**src/rtl/systick_pkg.sv**
```systemverilog
package systick_pkg;
  localparam int REG_CTRL    = 0;
  localparam int REG_RELOAD  = 1;
  localparam int REG_CURRENT = 2;

  localparam int CTRL_EN_BIT   = 0;
  localparam int CTRL_IE_BIT   = 1;
  localparam int CTRL_CORE_BIT = 2;
  localparam int CTRL_FLAG_BIT = 16;

  typedef struct packed {
    logic clk_core;
    logic irq_en;
    logic enable;
  } ctrl_t;
endpackage

```
**src/rtl/systick_regs.sv**
```systemverilog
module systick_regs
  import systick_pkg::*;
#(
  parameter int DATA_W = 32,
  parameter int ADDR_W = 2,
  parameter int CNT_W  = 24
) (
  input  logic              clk,
  input  logic              rst_n,
  input  logic              req_valid_i,
  input  logic              req_write_i,
  input  logic [ADDR_W-1:0] req_addr_i,
  input  logic [DATA_W-1:0] req_wdata_i,
  input  logic [CNT_W-1:0]  cnt_i,
  input  logic              flag_i,
  output ctrl_t             ctrl_o,
  output logic [CNT_W-1:0]  reload_o,
  output logic              cur_clear_o,
  output logic              flag_rd_clr_o,
  output logic              rsp_valid_o,
  output logic [DATA_W-1:0] rsp_rdata_o
);
  localparam logic [ADDR_W-1:0] A_CTRL = ADDR_W'(REG_CTRL);
  localparam logic [ADDR_W-1:0] A_RLD  = ADDR_W'(REG_RELOAD);
  localparam logic [ADDR_W-1:0] A_CUR  = ADDR_W'(REG_CURRENT);

  ctrl_t             ctrl_q;
  logic [CNT_W-1:0]  reload_q;
  logic [DATA_W-1:0] rd_mux;
  logic              wr_ctrl, wr_rld, rd_req;

  assign rd_req        = req_valid_i && !req_write_i;
  assign wr_ctrl       = req_valid_i && req_write_i && (req_addr_i == A_CTRL);
  assign wr_rld        = req_valid_i && req_write_i && (req_addr_i == A_RLD);
  assign cur_clear_o   = req_valid_i && req_write_i && (req_addr_i == A_CUR);
  assign flag_rd_clr_o = rd_req && (req_addr_i == A_CTRL);

  always_ff @(posedge clk) begin
    if (!rst_n) begin
      ctrl_q   <= '0;
      reload_q <= '0;
    end else begin
      if (wr_ctrl) begin
        ctrl_q.enable   <= req_wdata_i[CTRL_EN_BIT];
        ctrl_q.irq_en   <= req_wdata_i[CTRL_IE_BIT];
        ctrl_q.clk_core <= req_wdata_i[CTRL_CORE_BIT];
      end
      if (wr_rld) reload_q <= req_wdata_i[CNT_W-1:0];
    end
  end

  always_comb begin
    rd_mux = '0;
    case (req_addr_i)
      A_CTRL: begin
        rd_mux[CTRL_EN_BIT]   = ctrl_q.enable;
        rd_mux[CTRL_IE_BIT]   = ctrl_q.irq_en;
        rd_mux[CTRL_CORE_BIT] = ctrl_q.clk_core;
        rd_mux[CTRL_FLAG_BIT] = flag_i;
      end
      A_RLD:   rd_mux[CNT_W-1:0] = reload_q;
      A_CUR:   rd_mux[CNT_W-1:0] = cnt_i;
      default: rd_mux = '0;
    endcase
  end

  always_ff @(posedge clk) begin
    if (!rst_n) begin
      rsp_valid_o <= 1'b0;
      rsp_rdata_o <= '0;
    end else begin
      rsp_valid_o <= rd_req;
      if (rd_req) rsp_rdata_o <= rd_mux;
    end
  end

  assign ctrl_o   = ctrl_q;
  assign reload_o = reload_q;
endmodule

```
**src/rtl/systick_tickgen.sv**
```systemverilog
module systick_tickgen (
  input  logic enable_i,
  input  logic clk_core_i,
  input  logic tick_en_i,
  output logic tick_o
);
  assign tick_o = enable_i && (clk_core_i || tick_en_i);
endmodule

```
**src/rtl/systick_counter.sv**
```systemverilog
module systick_counter #(
  parameter int CNT_W = 24
) (
  input  logic             clk,
  input  logic             rst_n,
  input  logic             tick_i,
  input  logic             clear_i,
  input  logic             flag_clr_i,
  input  logic             irq_en_i,
  input  logic [CNT_W-1:0] reload_i,
  output logic [CNT_W-1:0] cnt_o,
  output logic             flag_o,
  output logic             irq_o
);
  localparam logic [CNT_W-1:0] ONE = CNT_W'(1);

  logic [CNT_W-1:0] cnt_q;
  logic             flag_q, irq_q, wrap;

  assign wrap = tick_i && !clear_i && (cnt_q == ONE);

  always_ff @(posedge clk) begin
    if (!rst_n) begin
      cnt_q  <= '0;
      flag_q <= 1'b0;
      irq_q  <= 1'b0;
    end else begin
      irq_q <= wrap && irq_en_i;
      if (clear_i) begin
        cnt_q  <= '0;
        flag_q <= 1'b0;
      end else begin
        if (tick_i) begin
          if (cnt_q == '0) cnt_q <= reload_i;
          else             cnt_q <= cnt_q - ONE;
        end
        if (wrap)            flag_q <= 1'b1;
        else if (flag_clr_i) flag_q <= 1'b0;
      end
    end
  end

  assign cnt_o  = cnt_q;
  assign flag_o = flag_q;
  assign irq_o  = irq_q;
endmodule

```
**src/rtl/systick_timer.sv**
```systemverilog
module systick_timer
  import systick_pkg::*;
#(
  parameter int DATA_W = 32,
  parameter int ADDR_W = 2,
  parameter int CNT_W  = 24
) (
  input  logic              clk,
  input  logic              rst_n,
  input  logic              tick_en_i,
  input  logic              req_valid_i,
  input  logic              req_write_i,
  input  logic [ADDR_W-1:0] req_addr_i,
  input  logic [DATA_W-1:0] req_wdata_i,
  output logic              rsp_valid_o,
  output logic [DATA_W-1:0] rsp_rdata_o,
  output logic              irq_o
);
  ctrl_t            ctrl;
  logic [CNT_W-1:0] reload, cnt;
  logic             cur_clear, flag_rd_clr, flag, tick;

  systick_regs #(.DATA_W(DATA_W), .ADDR_W(ADDR_W), .CNT_W(CNT_W)) u_regs (
    .clk          (clk),
    .rst_n        (rst_n),
    .req_valid_i  (req_valid_i),
    .req_write_i  (req_write_i),
    .req_addr_i   (req_addr_i),
    .req_wdata_i  (req_wdata_i),
    .cnt_i        (cnt),
    .flag_i       (flag),
    .ctrl_o       (ctrl),
    .reload_o     (reload),
    .cur_clear_o  (cur_clear),
    .flag_rd_clr_o(flag_rd_clr),
    .rsp_valid_o  (rsp_valid_o),
    .rsp_rdata_o  (rsp_rdata_o)
  );

  systick_tickgen u_tick (
    .enable_i  (ctrl.enable),
    .clk_core_i(ctrl.clk_core),
    .tick_en_i (tick_en_i),
    .tick_o    (tick)
  );

  systick_counter #(.CNT_W(CNT_W)) u_cnt (
    .clk       (clk),
    .rst_n     (rst_n),
    .tick_i    (tick),
    .clear_i   (cur_clear),
    .flag_clr_i(flag_rd_clr),
    .irq_en_i  (ctrl.irq_en),
    .reload_i  (reload),
    .cnt_o     (cnt),
    .flag_o    (flag),
    .irq_o     (irq_o)
  );
endmodule

```
**config.mk**
```make
export PLATFORM = sky130hd
export DESIGN_NAME = systick_timer
export DESIGN_NICKNAME = d
export VERILOG_FILES = /design/src/rtl/systick_pkg.sv /design/src/rtl/systick_regs.sv /design/src/rtl/systick_tickgen.sv /design/src/rtl/systick_counter.sv /design/src/rtl/systick_timer.sv
export SDC_FILE = /design/constraint.sdc
export NUM_CORES = 1
export LEC_CHECK = 0
export ABC_AREA = 1
export BUFFER_PORTS_ARGS = -buffer_cell sky130_fd_sc_hd__buf_2
export CAP_MARGIN = 20
export CORE_ASPECT_RATIO = 1.25
export CORE_MARGIN = 5
export CORE_UTILIZATION = 56
export DETAILED_ROUTE_END_ITERATION = 10
export GPL_TIMING_DRIVEN = 0
export PLACE_DENSITY = 0.8
export SYNTH_ARGS = -nofsm -noshare
export SYNTH_HDL_FRONTEND = slang
export SYNTH_SLANG_ARGS = --single-unit
```
**constraint.sdc**
```tcl
create_clock -name clk -period 1.9 [get_ports clk]
set_input_delay 0.285 -clock clk [delete_from_list [all_inputs] [get_ports clk]]
set_output_delay 0.285 -clock clk [all_outputs]
set_load 0.05 [all_outputs]
```
==> results of run 1 <==
[placed cells by master (no fill, tap or decap)]
cell type	instances
a21oi_1	73
a21oi_2	5
buf_2	58
buf_4	9
buf_6	2
bufinv_16	4
clkbuf_1	22
clkbuf_8	10
clkinv_1	1
conb_1	8
dfxtp_1	78
ha_1	7
inv_1	72
inv_4	1
nand2_1	141
nand2_2	1
nand2_4	2
nand3_1	49
nand3_4	1
nand4_1	6
nand4_4	1
nor2_1	42
nor2_2	4
nor2_4	6
nor2_8	1
nor3_1	2
o21a_1	1
o21ai_0	38
o21ai_1	4
o21ai_2	2
o221ai_1	4
o22ai_1	20
xor2_1	5
[per-stage QoR]
step                worst slack [ps]  instance area (µm²)  hold slack, ps  utilization (%)  power, mW
floorplan                      368.2                 4149           437.7                -      2.298
global route                   18.69                 4803           224.6            66.08      4.252
detailed placement             47.85                 4544           455.5            62.51      2.488
finish                         135.5                 4803           212.4            66.08      4.100
global placement               108.7                 4544           451.8            62.51      2.471
CTS                            148.2                 4802           210.2            66.06      4.088
[layout make-up]
| type | instances | area, µm² | area share, % |
|---|---|---|---|
| Tap cell | 92 | 115.1 | 2.396 |
| Clock buffer | 10 | 137.6 | 2.865 |
| Multi-Input combinational cell | 423 | 2126 | 44.26 |
| Sequential cell | 78 | 1562 | 32.51 |
| Inverter | 74 | 280.3 | 5.835 |
| Clock inverter | 4 | 120.1 | 2.501 |
| Timing Repair Buffer | 56 | 280.3 | 5.835 |
| Buffer | 35 | 182.7 | 3.803 |
[kinds of logic after synthesis]
logic type / count (synthesis) / synth area share [%]
compound gates: 147 / 19.51
fa+ha+maj: 7 / 2.124
buf+inv: 109 / 11.20
simple gates: 256 / 28.13
other cells: 1 / 0.09096
flops: 78 / 37.88
xor+xnor: 5 / 1.062
[routing by layer]
metal	part of all wire (%)	track usage, %	vias to the layer above	routed length, µm
met5	0	0	-	0
met4	3.1	10.69	0	352
met3	5.9	4.729	29	663
met2	50	43.76	138	5617
met1	41	30.03	1940	4664
li1	-	-	2100	-
[worst min-delay path, stage by stage]
cell     delay (ps)
buf_2            70
o21ai_0          70
a21oi_1         110
[path summary, 6_finish.rpt]
check                           slack (ps)                                  end  cells past startpoint
worst min-delay path                   210      u_regs.reload_o[5]$_SDFFE_PN0P_                      3
worst max-delay path                   140          u_cnt.cnt_o[0]$_SDFFE_PP0P_                     10
worst min register to register         470  u_regs.rsp_rdata_o[10]$_SDFFE_PN0P_                      2
worst max register to register         140          u_cnt.cnt_o[0]$_SDFFE_PP0P_                     10
[registers in the layout, summed over array words and instances, names as in the netlist]
register and count:
u_regs.rsp_valid_o 1, u_regs.reload_o 24, u_regs.ctrl_o 3, u_regs.rsp_rdata_o 24
u_cnt.irq_o 1, u_cnt.cnt_o 24, u_cnt.flag_o 1
[repair_timing]
item                       in CTS  in global routing
setup endpoints to repair       0                  1
resized for setup               0                  1
hold buffers                    0                  0
[power breakdown]
group | total, mW | internal [mW] | switching [mW]
combinational | 0.782 | 0.258 | 0.524
sequential | 1.68 | 1.66 | 0.0205
clock | 1.63 | 1.03 | 0.606
total | 4.10 | 2.95 | 1.15
==> results.json, run 1 <==
{
  "worst_setup_path_end_kind": "flop",
  "ir_drop_mv": 0.4408,
  "cp_cell_sequence": "inv_1 -> ha_1 -> nand2_4 -> nor2_8 -> nand3_4 -> buf_6 -> nand2_1 -> o21ai_0 -> o21ai_1 -> inv_1",
  "powerDensity_nw_per_um2": 853.7,
  "finClkSkew_ps": 7.219,
  "hp-start": "req_wdata_i[5]",
  "gp_congestion": 0.9287,
  "max_stage_delay_ps": 340,
  "clock_latency_ps": 360,
  "grt_util_all_layers_pct": 25.24,
  "syn_to_final_growth_pct": 16.51,
  "cpMostUsedCell": "inv_1",
  "slew_headroom_pct": 56.93,
  "grt_pass1_vias": 4018,
  "wl_per_cell_um": 14.63,
  "grt_antenna_before_repair": 0,
  "grt_max_degree": 13,
  "hold_viol": 0,
  "fin_nets": 723,
  "synth_seq_cells": 78,
  "syn_area_um2": 4123,
  "min_path_type": "in2reg",
  "tightest_slew_ps": 646.1,
  "core_region_area_um2": 7269,
  "ys_seq_area_share_pct": 37.88,
  "cts-root-buf": "clkbuf_8",
  "cts.path.max_buffers": 2,
  "min_period_ps": 1765,
  "required_ps": 2150,
  "routed_wl_mm": 11.30,
  "ant_nets": 0,
  "path_class": "reg2reg",
  "path_max_fanout": 10,
  "fillCellCount": 687,
  "cp_num_buf_inv": 3,
  "async_flop_share_pct": 0,
  "ys.flop_type": "dfxtp_1",
  "first_pass_iters": 6,
  "synth.area.top_cells": "dfxtp_1, nand2_1, a21oi_1, inv_1, nand3_1",
  "fin_crit_sh_pct": 92.87,
  "synth_top_area_cell": "dfxtp_1",
  "cp_top_family": "simple AND/OR/NAND/NOR gates",
  "cts_max_level": 3,
  "maxClockFrequency_ghz": 0.5667,
  "io_buffer_count": 56,
  "rsz0062_at_grt": "no",
  "drive_above_1_share_pct": 15.74,
  "setup_viol": 0,
  "critPathLaunch": "u_cnt.cnt_o[0]$_SDFFE_PP0P_",
  "cpMaxStageDelayCell": "dfxtp_1",
  "drv_cap": 0,
  "ys_warn_count": 0,
  "initial_core_util_pct": 56.71,
  "die_height_um": 105.9,
  "start_kind": "flop",
  "std_cell_rows": 35,
  "cts_sinks": 78,
  "dieArea_um2": 9189,
  "p_leak_nw": 2.083,
  "final.setup.tns_ps": 0,
  "ios": 73,
  "viasPerCell": 5.449,
  "overflow": 0,
  "drtIter0Drc": 337,
  "cts_made_buffers": 9,
  "grt_pass1_wl_mm": 18.50,
  "worstReg2RegStart": "u_cnt.cnt_o[0]$_SDFFE_PP0P_",
  "synth_edf_count": 0,
  "dp.final_hpwl_mm": 8.544,
  "synth_cells": 603,
  "synth_top_area_share_pct": 37.88,
  "synth.distinct_cells": 31,
  "vias": 4207,
  "status": "complete, no violations",
  "clkSlewWorstSetupHoldPaths_ps": 80,
  "drc": 0,
  "fin_cells": 772,
  "critical_path_arrival_ps": 2020,
  "syn_area_per_cell_um2": 6.837,
  "cts_setup_buffers": 0,
  "cts_tree": "done",
  "synth_common_cells": "nand2_1, dfxtp_1, a21oi_1, inv_1, nand3_1",
  "report.final.slew_viol_count": 0,
  "synthMostInstantiatedCell": "nand2_1",
  "antennaDiodeCount": 0,
  "die_x_um": 86.75,
  "placedCellCount": 758
}
Note: power is estimated with default switching activity, not from simulation.
==> run 2, diff against run 1 <==
CELL_PAD_IN_SITES_DETAIL_PLACEMENT = 1   (was not set)
CELL_PAD_IN_SITES_GLOBAL_PLACEMENT = 2   (was not set)
CORE_UTILIZATION = 31   (was 56)
PLACE_DENSITY = not set   (was 0.8)
PLACE_DENSITY_LB_ADDON = 0.1   (was not set)
==> results.json, run 2 (synthesis gave the netlist of run 1 again) <==
{
  "drc": 0,
  "cts.path.max_buffers": 2,
  "p_leak_nw": 2.149,
  "dp.final_hpwl_mm": 11.21,
  "ir_drop_mv": 0.3335,
  "seqPwrFrac_pct": 37.6,
  "required_ps": 2110,
  "post-route-util_pct": 38.21,
  "routed_wl_mm": 14.17,
  "path_max_fanout": 5,
  "grt_util_all_layers_pct": 18.47,
  "reg2reg_depth": 10,
  "min_period_ps": 1741,
  "drv_cap": 0,
  "drive_above_1_share_pct": 17.15,
  "fin_nets": 729,
  "die_height_um": 138.9,
  "worstReg2RegStart": "u_cnt.cnt_o[2]$_SDFFE_PP0P_",
  "syn_to_final_growth_pct": 22.09,
  "switching_share_pct": 29.11,
  "cts_max_level": 3,
  "viasPerCell": 4.851,
  "status": "complete, no violations",
  "ios": 73,
  "first_pass_iters": 4,
  "cts_sinks": 78,
  "clockPowerShare_pct": 43.4,
  "cts-root-buf": "clkbuf_16",
  "switchingPower_mw": 1.306,
  "gp_congestion": 0.8444,
  "io_buffer_count": 56,
  "grt_antenna_before_repair": 0,
  "antennaDiodeCount": 0,
  "slew_headroom_pct": 54.76,
  "cpMaxStageDelayCell": "nor2_1",
  "critical_path_arrival_ps": 1950,
  "die_x_um": 113.1,
  "grt_pass1_wl_mm": 22.98,
  "max_stage_delay_ps": 400,
  "cts_hold_buf": 0,
  "final_cell_mix": "nand2_1, dfxtp_1, a21oi_1, inv_1, buf_2",
  "worst_setup_path_end_kind": "flop",
  "grt_max_degree": 14,
  "whs_ps": 229.1,
  "regToRegEndpoint": "u_cnt.cnt_o[21]$_SDFFE_PP0P_",
  "maxClockFrequency_ghz": 0.5744,
  "design_area_um2": 5034,
  "critPathLaunch": "u_cnt.cnt_o[2]$_SDFFE_PP0P_",
  "cts_made_buffers": 9,
  "hold_path_depth": 3,
  "cpMostUsedCell": "nand2_1",
  "place_area_um2": 4643,
  "tightest_slew_ps": 678.6,
  "vias": 4167,
  "combPwrFrac_pct": 19.1,
  "drtIter0Drc": 146,
  "wl_per_cell_um": 16.50,
  "finClkSkew_ps": 10.32,
  "power_mw": 4.487,
  "ant_nets": 0,
  "std_cell_rows": 47,
  "powerDensity_nw_per_um2": 891.4,
  "placedCellCount": 837,
  "start_kind": "flop",
  "report.final.slew_viol_count": 0,
  "initial_core_util_pct": 31.30,
  "p_int_mw": 3.181,
  "setup_viol": 0,
  "fin_crit_sh_pct": 91.63,
  "clock_latency_ps": 340,
  "r2r_slack_ps": 160,
  "path_class": "reg2reg",
  "hold_viol": 0,
  "cp_cell_sequence": "nor2_1 -> nand2_1 -> nor2_1 -> nand2_1 -> inv_1 -> nand2_1 -> nand2_1 -> nand3_1 -> nand2_1 -> a21oi_1",
  "grt_pass1_vias": 4421,
  "layout_commonest_cell": "nand2_1",
  "hold_end": "u_regs.reload_o[21]$_SDFFE_PN0P_",
  "min_path_type": "in2reg",
  "fin_cells": 859,
  "core_region_area_um2": 13170,
  "overflow": 0,
  "cts_tree": "done",
  "clkSlewWorstSetupHoldPaths_ps": 70,
  "dieArea_um2": 15720,
  "hp-start": "req_wdata_i[21]"
}
[run 2: cell count changes in the layout (fill, tap and decap cells not counted), sizes merged]
| cell | before | now |
|---|---|---|
| clkinv | 1 | 4 |
| bufinv | 4 | 2 |
| inv | 73 | 72 |
| clkinvlp | 0 | 1 |
| buf | 69 | 75 |
| clkbuf | 32 | 33 |
[run 2: power by group through the flow]
stage	sequential, mW	combinational, mW	clock, mW
floorplan	1.73	0.572	0
global placement	1.72	0.803	0
detailed placement	1.72	0.820	0
CTS	1.69	0.822	2.00
global route	1.69	0.948	2.07
finish	1.69	0.856	1.95
[run 2: layout make-up]
type                       count  area, µm²
clock inverter                 5      81.33
sequential                    78       1562
multi-input combinational    423       2136
timing repair buffer          62      325.3
tap                          171      214.0
inverter                      74      279.0
buffer                        35      183.9
fill                        1745       8139
clock buffer                  11      252.7
[run 2: worst max-delay path by stage]
| stage | slack, ps | to | depth (start not counted) |
|---|---|---|---|
| after floorplan | 370 | u_cnt.cnt_o[0]$_SDFFE_PP0P_ | 10 |
| after global placement | -80 | u_regs.reload_o[13]$_SDFFE_PN0P_ | 7 |
| after detailed placement | -90 | u_cnt.cnt_o[9]$_SDFFE_PP0P_ | 7 |
| after CTS | 40 | u_cnt.cnt_o[0]$_SDFFE_PP0P_ | 10 |
| after global routing | -4 | u_cnt.cnt_o[21]$_SDFFE_PP0P_ | 9 |
| final | 160 | u_cnt.cnt_o[21]$_SDFFE_PP0P_ | 10 |
[run 2: metal layers]
layer  GRT usage, %  part of all wire [%]
met4          5.127                   1.6
met2          32.99                    51
met3          3.623                   3.4
met5              0                     0
met1          22.33                    44
[run 2: critical path: cells and delay by family, from the launching register on]
family | cells | cell delay (ps)
compound gates | 1 | 50
buf+inv | 1 | 110
flops | 1 | 380
simple gates | 8 | 1080
[run 2: timing repair]
item	CTS	global route
setup endpoints to repair	0	17
buffers inserted	0	6
gates resized for setup	0	5
endpoints found under the hold margin	0	0
[run 2: per-stage QoR]
step | TNS (ps) | setup WS [ps]
CTS | 0 | 43.69
detailed placement | -1202 | -92.34
global route | -3.916 | -3.916
floorplan | 0 | 368.2
finish | 0 | 159.1
global placement | -702.9 | -77.88
